==> config.mk <==
export PLATFORM = sky130hd
export DESIGN_NAME = dma_bus_arbiter
export DESIGN_NICKNAME = d
export VERILOG_FILES = /design/src/rtl/dma_bus_arbiter.sv
export SDC_FILE = /design/constraint.sdc
export NUM_CORES = 1
export LEC_CHECK = 0
export BUFFER_PORTS_ARGS = -buffer_cell sky130_fd_sc_hd__buf_2
export CAP_MARGIN = 10
export CORE_MARGIN = 1
export CORE_UTILIZATION = 52
export DETAILED_ROUTE_END_ITERATION = 10
export PLACE_DENSITY = 0.84
export SKIP_LAST_GASP = 1
export SLEW_MARGIN = 10
export SYNTH_ARGS = -nofsm -noshare
export SYNTH_HDL_FRONTEND = slang
export SYNTH_SLANG_ARGS = --single-unit
==> constraint.sdc <==
create_clock -name clk -period 24.6 [get_ports clk]
set_input_delay 4.92 -clock clk [delete_from_list [all_inputs] [get_ports clk]]
set_output_delay 4.92 -clock clk [all_outputs]
set_load 0.005 [all_outputs]
==> src/rtl/dma_bus_arbiter.sv <==
module dma_bus_arbiter #(
  parameter int NCH = 8,
  parameter int PW  = 3
) (
  input  logic            clk,
  input  logic            rst_n,
  input  logic            freeze,
  input  logic [NCH-1:0]  ch_req,
  input  logic [NCH*PW-1:0] ch_prio,
  input  logic [NCH-1:0]  ch_init,
  input  logic [NCH-1:0]  ch_burst_end,
  input  logic [NCH-1:0]  ch_xfer_end,
  output logic [NCH-1:0]  grant,
  output logic            bus_valid
);
  localparam int IW = (NCH > 1) ? $clog2(NCH) : 1;

  logic [NCH-1:0] grant_q;
  logic           lock_q;
  logic [NCH-1:0] win_oh;
  logic           win_any;
  logic [IW-1:0]  win_idx;
  logic [PW-1:0]  win_lvl;

  wire owner_req   = |(grant_q & ch_req);
  wire owner_burst = |(grant_q & ch_burst_end);
  wire owner_xend  = |(grant_q & ch_xfer_end);
  wire released    = (grant_q == '0) || !owner_req ||
                     (lock_q ? owner_xend : owner_burst);
  wire arb_now     = !freeze && released;
  wire win_init    = |(win_oh & ch_init);

  always_comb begin
    win_any = 1'b0;
    win_idx = '0;
    win_lvl = '0;
    for (int i = NCH - 1; i >= 0; i--) begin
      if (ch_req[i] && (!win_any || ch_prio[i*PW +: PW] >= win_lvl)) begin
        win_any = 1'b1;
        win_idx = IW'(i);
        win_lvl = ch_prio[i*PW +: PW];
      end
    end
    win_oh = '0;
    win_oh[win_idx] = win_any;
  end

  always_ff @(posedge clk) begin
    if (!rst_n) begin
      grant_q <= '0;
      lock_q  <= 1'b0;
    end else if (arb_now) begin
      grant_q <= win_oh;
      lock_q  <= win_any && win_init;
    end
  end

  assign grant     = grant_q;
  assign bus_valid = owner_req && !freeze;
endmodule


---- Word level (Yosys, flattened, before mapping) ----
Cells that the tools add are included.
storage, ports and cells
  word-level logic and storage cells ...... 76
  register bits after elaboration ......... 9
cells by class
  bitwise operators ....................... 5
  mux-type cells .......................... 26
  $lt $le $gt $ge ......................... 9
  reduce and logical (&&, ||, !) cells .... 34
operator list
  cell                                                         number
  two-way mux 3 bit                                            15
  bitwise AND 8 bit                                            5
  OR reduction 8 bit                                           4
  >= comparator 3 bit                                          7
  logical AND 1 bit                                            11
  two-way mux 1 bit                                            10
  zero test 1 bit                                              9
  logical OR 1 bit                                             9
  zero test 8 bit                                              1
  less-than comparator 3 x 4 -> 1 bit (second input constant)  1
  demux 1 bit (select 3 bit)                                   1
  >= comparator 3 x 1 -> 1 bit (second input constant)         1

---- Longest topological paths before layout ----
Gate-level depths: netlist (run 1).
  word-level depth ........................ 37
  gate-level depth with buffers ........... 49
  mapped depth without buffers ............ 48

---- Worst setup path before layout (run 1) ----
No wires, ideal clock.
  path type ............................... input-to-reg
  start point ............................. in ch_req[7]
  end point ............................... reg lock_q
  setup slack ............................. 10415 ps
  required time ........................... 24478 ps
  arrival ................................. 14063 ps
  path buffers ............................ 1
  stages .................................. 45
  library setup time ...................... 122 ps
  cell sequence ........................... buf_2 > and2_1 > ha_1 > o21ai_0 > a211oi_1 > a22o_1 > ha_1 > nand2b_1 > a21oi_1 > nor2b_1 > o31ai_1 > mux2_2 > ha_1 > a21oi_1 > o21ai_0 > o21ai_1 > inv_1 > o21a_1 > [9 not listed] > o21ai_0 > o21ai_0 > inv_1 > and2_0 > a31oi_1 > ha_1 > a21oi_1 > o21ai_0 > o21ai_4 > mux2_2 > ha_1 > nor2b_1 > o21ai_0 > o21a_1 > a311oi_4 > nor3_2 > a221oi_2 > a21oi_1
between the ends
  longest elaborated chain between the ends .. 37
ends and longest elaborated chain
  what                                                                                                       line  text
  start, declared                                                                                            8     input logic [NCH-1:0] ch_req,
  two-way mux 3 bit or two-way mux 1 bit (tied branches)                                                     38    if (ch_req[i] && (!win_any || ch_prio[i*PW +: PW] >= win_lvl)) begin
  >= comparator 3 bit or zero test 1 bit (tied branches)                                                     38
  logical OR 1 bit                                                                                           38
  logical AND 1 bit                                                                                          38
  two-way mux 3 bit or two-way mux 1 bit (tied branches)                                                     38
  >= comparator 3 bit or zero test 1 bit (tied branches)                                                     38
  logical OR 1 bit                                                                                           38
  logical AND 1 bit                                                                                          38
  [21 not listed]                                                                                            n/a
  less-than comparator 3 x 4 -> 1 bit (not written as such) or >= comparator 3 x 1 -> 1 bit (tied branches)  45    win_oh[win_idx] = win_any;
  logical AND 1 bit (not written as such)                                                                    45
  two-way mux 1 bit (not written as such)                                                                    45
  demux 1 bit (select 3 bit)                                                                                 45
  bitwise AND 8 bit (no source line)                                                                         n/a
  bitwise AND 8 bit                                                                                          31    wire win_init = |(win_oh & ch_init);
  OR reduction 8 bit                                                                                         31
  logical AND 1 bit                                                                                          54    lock_q <= win_any && win_init;
  end signal, assigned                                                                                       54
  end, declared                                                                                              19    logic lock_q;
Parallel ways exist; a longest one is shown, timed or not.
A chain may end at the register's enable or synchronous reset.

---- Final worst setup path (run 1) ----
Same ends and word-level chain as after synthesis.

==> out/metrics.cfg, run 1 <==
[run_status]
outcome=finished, final reports clean

[cts]
htree_num_levels=1
cts_buffer_depth=2
cts-root-buf=clkbuf_4
clk_latency_ns=0.27
cts-buffers-inserted=3
cts_tree=yes
cts.hold.buffers_added=0
cts_sinks=9
cts.clk_slew.worst_paths_ns=0.06
cts_post_setup_buffers_inserted=0
cts.repair.resized=0

[synth]
synth_cell_types=49
synth.most_common_cell=nand2_1
yosysSeqAreaShare_pct=11.7
syn_std_cell_area_sq_um=1540
proportion_of_netlist_area_held_by_the_largest_area_contributor_pct=17.1
synth_top_cells_by_count=25 x nand2_1, 21 x ha_1, 19 x o21ai_0
syn-num-nets=288
syn_area_per_cell_sq_um=7.40
post_synth_edffs=0
yosys-top-cells-area=ha_1 17%, dfxtp_1 12%, o21ai_0 6.2%
synthesis.instances=208
postSynthRegisterBits=9
ys_dominant_reg_cell=dfxtp_1
synth-async-reset-ratio_pct=0
ys_warn_count=0
yosysTopAreaCell=ha_1

[floorplanning]
initial_utilization_pct=55.3
placeableCoreArea_sq_um=2780
die_area_sq_um=3180
die_height_microns=56.4
placementRows=19
io_pins=68
die_w_microns=56.4

[route]
drt_drc_violations_left=0
number_of_vias_per_cell_after_detailed_routing=5.64
routed_wl_microns=3960
drtIter0Drc=104
ant_nets=0
wire_per_inst_microns=12.9
total_via_count_after_detailed_routing=1731
drtPass1Iterations=4

[setup_path]
critPathRequiredTime_ns=24.75
critical_path.max_stage_delay_ns=0.62
endpoint_kind=register
path_common_cell=o21ai_0
timing.setup.critical_path_class=in -> reg
crit_slowest_cell=o21ai_0
buf_inv_on_cp=3
crit_path_max_fanout=11
crit_path_start_kind=input port
timing.critical_path.max_delay_family=compound AO/OA/AOI/OAI gates
data_arrival_time_of_the_worst_path_ns=15.29

[sta]
worst_pin_slew_ns=0.733
period_needed_ns=15.14
hold_viol=0
rsz0062_at_grt=no
achievable_frequency_mhz=66.1
totalNegativeSetupSlack_ns=0
slew-limit-headroom_pct=50.6
setup_violations=0
finalMaxSlewViolations=0
fin_skew_ns=0.00214
fin_crit_sh_pct=61.5

[finish]
final_area_sq_um=1920
drive_above_1_share_pct=31.5
diodes=0
synthToLayoutAreaGrowth_pct=24.7
num-nets-final=357
layout.filler_cells=253

[global_route]
grt_antenna_before_repair=0
largest_net_degree_at_the_start_of_global_routing=15
groute.usage.overall_pct=25.2
vias_in_the_first_global_route=1555
grt_first_pass_wirelength_microns=6470
grt_remaining_overflow=0

[power]
worst_ir_drop_vdd_mv=0.0526
cell_area_power_density_nw_per_um2=54.2
leakage_nw=0.950

[place]
place.port_buffers=67
hpwl_after_detailed_placement_microns=3330
placed_cell_area_sq_um=1890
place_congestion=0.873

[hold_path]
hold_path_class=reg -> reg

[run]
max_cap_viol_count=0

## kinds of logic (layout without fill, tap and decap cells)
family,count (synthesis),count (layout),share of synthesized area [%]
compound gates,75,75,34.6
mux,6,6,4.23
simple gates,76,76,26.7
buf+inv,21,89,5.69
fa+ha+maj,21,21,17.1
flops,9,9,11.7
## where the power goes
group | switching, mW | leakage, nW | internal (mW)
sequential | 0.00297 | 0.0730 | 0.0167
clock | 0.00576 | 0.0150 | 0.00629
combinational | 0.0397 | 0.862 | 0.0325
total | 0.0484 | 0.950 | 0.0555
## worst register-to-register path: stages, from the launching register on
cell and delay (ns):
dfxtp_1 0.37, a222oi_1 0.33, nand3_1 0.11, a211oi_1 0.32
o21ai_0 0.14, nand2b_1 0.39, o21ai_0 0.17, and2_1 0.17
## cells in the final DEF, fill, tap and decap left out, types with 4 or more instances in the layout
cell type,count
dfxtp_1,9
mux2_2,4
nor2b_1,10
inv_1,18
buf_2,67
o21ai_0,19
nand2_1,25
a21oi_1,13
a22oi_1,9
and2_1,6
nor2_1,13
o21a_1,4
o31ai_1,4
ha_1,21
## metal layers
metal  vias up  part of all wire, %  track usage [%]
met1       764                   47             31.9
met4         0                 0.58             4.18
met5         -                    0                0
li1        910                    -                -
met3         5                  6.1             4.61
met2        52                   47             45.1
## final cells by class
| cell class | instances | area, sq um | share of cell area, % |
|---|---|---|---|
| Timing Repair Buffer | 67 | 335 | 17.5 |
| Sequential cell | 9 | 180 | 9.39 |
| Inverter | 18 | 67.6 | 3.52 |
| Clock buffer | 4 | 26.3 | 1.37 |
| Multi-Input combinational cell | 178 | 1270 | 66.2 |
| Tap cell | 31 | 38.8 | 2.02 |
## metrics by stage
step / instances / util [%] / hold WS [ns] / worst slack, ns / power, mW
global placement: 303 / 68.1 / 0.542 / 9.53 / 0.0901
floorplan: 208 / - / 0.494 / 10.41 / 0.0728
global route: 307 / 69.0 / 0.594 / 8.57 / 0.115
detailed placement: 303 / 68.1 / 0.559 / 9.15 / 0.0921
CTS: 307 / 69.0 / 0.566 / 9.44 / 0.104
finish: 307 / 69.0 / 0.564 / 9.46 / 0.104
## registers in the layout (all words and copies together) (netlist names)
| register | cells |
|---|---|
| grant | 8 |
| lock_q | 1 |
## final timing paths
path         startpoint        to  slack, ns  depth (start not counted)
max           ch_req[7]    lock_q       9.46                         45
min reg2reg    grant[2]  grant[2]       0.56                          2
min            grant[2]  grant[2]       0.56                          2
max reg2reg    grant[3]  grant[7]      22.51                          7
Power figures use the tool's default switching activity.
==> inputs of run 2 (changes only) <==
CORE_UTILIZATION = 48   (was 52)
PLACE_DENSITY = 0.78   (was 0.84)
clock period = 14.3 ns   (was 24.6 ns; I/O delays follow)
==> out/metrics.cfg, run 2 (synthesized netlist as in run 1, its figures left out) <==
[run_status]
outcome=finished, final reports clean

[global_route]
largest_net_degree_at_the_start_of_global_routing=15  ; unchanged
grt_remaining_overflow=0  ; unchanged
grt_first_pass_wirelength_microns=6500  ; +0.53%
grt_antenna_before_repair=0  ; unchanged
vias_in_the_first_global_route=1537  ; -1.2%
groute.usage.overall_pct=24.3  ; -0.94 points

[cts]
cts.clk_slew.worst_paths_ns=0.06  ; about the same
htree_num_levels=1  ; unchanged
cts-root-buf=clkbuf_4
cts.repair.resized=0  ; unchanged
cts_sinks=9  ; unchanged
cts_buffer_depth=2  ; unchanged
cts.hold.buffers_added=0  ; unchanged
cts_tree=yes
cts-buffers-inserted=3  ; unchanged
cts_post_setup_buffers_inserted=0  ; unchanged
clk_latency_ns=0.27  ; about the same

[sta]
fin_skew_ns=0.00178  ; -0.000365 ns
hold_viol=0  ; unchanged
period_needed_ns=13.11
rsz0062_at_grt=no
worst_pin_slew_ns=0.670  ; -0.0626 ns
totalNegativeSetupSlack_ns=0  ; unchanged
finalMaxSlewViolations=0  ; unchanged
slew-limit-headroom_pct=55.0  ; +4.4 points
achievable_frequency_mhz=76.3
setup_violations=0  ; unchanged
fin_crit_sh_pct=91.7

[floorplanning]
io_pins=68  ; unchanged
initial_utilization_pct=50.4  ; -4.9 points
die_area_sq_um=3440  ; +8.0%
die_height_microns=58.6  ; +3.9%
placementRows=20  ; +1
placeableCoreArea_sq_um=3050  ; +9.8%
die_w_microns=58.6  ; +3.9%

[route]
wire_per_inst_microns=13.0  ; +0.76%
total_via_count_after_detailed_routing=1800  ; +4.0%
drtIter0Drc=81  ; -22%
drtPass1Iterations=4  ; unchanged
number_of_vias_per_cell_after_detailed_routing=5.63  ; -0.24%
drt_drc_violations_left=0  ; unchanged
ant_nets=0  ; unchanged
routed_wl_microns=4160  ; +5.0%

[run]
max_cap_viol_count=0  ; unchanged

[finish]
drive_above_1_share_pct=31.5  ; unchanged
mostFrequentLayoutCell=buf_2
final_area_sq_um=1940  ; +0.85%
diodes=0  ; unchanged
synthToLayoutAreaGrowth_pct=25.8
largest_register_ff_count=8  ; unchanged
finalNonFillerCells=320  ; +4.2%
final_core_util_pct=63.4  ; -5.6 points
num-nets-final=357  ; unchanged
mostFrequentLayoutCells=67 x buf_2, 25 x nand2_1, 21 x ha_1

[setup_path]
rr_startpoint=grant[4]
critical_path.max_stage_delay_ns=0.56  ; -0.06 ns
timing.setup.critical_path_class=in -> reg
data_arrival_time_of_the_worst_path_ns=13.26  ; -2.03 ns
worstReg2RegEnd=grant[7]
crit_slowest_cell=o21ai_1
r2r_slack_ns=12.19  ; -10.32 ns
worstRegToRegCells=7  ; unchanged
critPathRequiredTime_ns=14.45  ; -10.30 ns
crit_path_max_fanout=11  ; unchanged
crit_path_start_kind=input port
endpoint_kind=register

[power]
cell_area_power_density_nw_per_um2=92.8  ; +71%
leakage_nw=0.950  ; about the same
worst_ir_drop_vdd_mv=0.0415  ; -21%
fin_total_pwr_mw=0.180  ; +73%

[hold_path]
whs_path_depth=2  ; unchanged
hold_path_class=reg -> reg
worst_hold_path.endpoint=grant[2]
hold_path.startpoint=grant[2]

[place]
place_congestion=0.874  ; about the same
numPlacedInstances=316  ; +4.3%
hpwl_after_detailed_placement_microns=3550  ; +6.7%
place.port_buffers=67  ; unchanged
placed_cell_area_sq_um=1910  ; +0.86%

-- run 2: cell types whose count changed in the layout (fill, tap and decap cells not counted) --
cell / change
o21ai_0: -1
o21ai_1: +1
-- run 2: how the worst max path moves through the flow --
stage | start | cells after the start | to
floorplan | ch_req[7] | 45 | lock_q
global placement | ch_req[7] | 45 | lock_q
global route | ch_req[7] | 46 | lock_q
finish | ch_req[7] | 45 | lock_q
CTS | ch_req[7] | 45 | lock_q
detailed placement | ch_req[7] | 45 | lock_q
-- run 2: layer usage --
layer | GRT usage [%] | up-vias | routed length (microns)
li1 | - | 915 | -
met1 | 30.3 | 810 | 1930
met2 | 45.0 | 70 | 1960
met3 | 1.10 | 5 | 227
met4 | 7.14 | 0 | 47
met5 | 0 | - | 0
-- run 2: layout make-up --
cell class / instances / area, sq um
fillers: 308 / 1120
well taps: 44 / 55.1
multi-input cells: 178 / 1270
clock buffers: 4 / 26.3
inverters: 18 / 67.6
repair buffers: 67 / 335
flip-flops and latches: 9 / 180
-- run 2: worst max-delay path, delay by kind of cell --
kind	cells	cell delay (ns)
adder cells (fa/ha/maj)	7	1.90
multiplexers	2	0.82
AO/OA/AOI/OAI	24	6.08
AND/OR/NAND/NOR	9	1.08
buffers and inverters	3	0.51
-- run 2: power by group --
group          leakage (nW)  switching [mW]  internal (mW)  total, mW
clock                0.0150         0.00938         0.0108     0.0202
combinational         0.862          0.0701         0.0561      0.126
sequential           0.0730         0.00455         0.0287     0.0332
-- run 2: through the flow --
stage                     hold slack, ns  worst slack, ns
after floorplan                    0.494             2.17
after global placement             0.523             1.11
after detailed placement           0.554            0.765
after CTS                          0.564             1.02
after global routing               0.591            0.147
final                              0.569             1.19
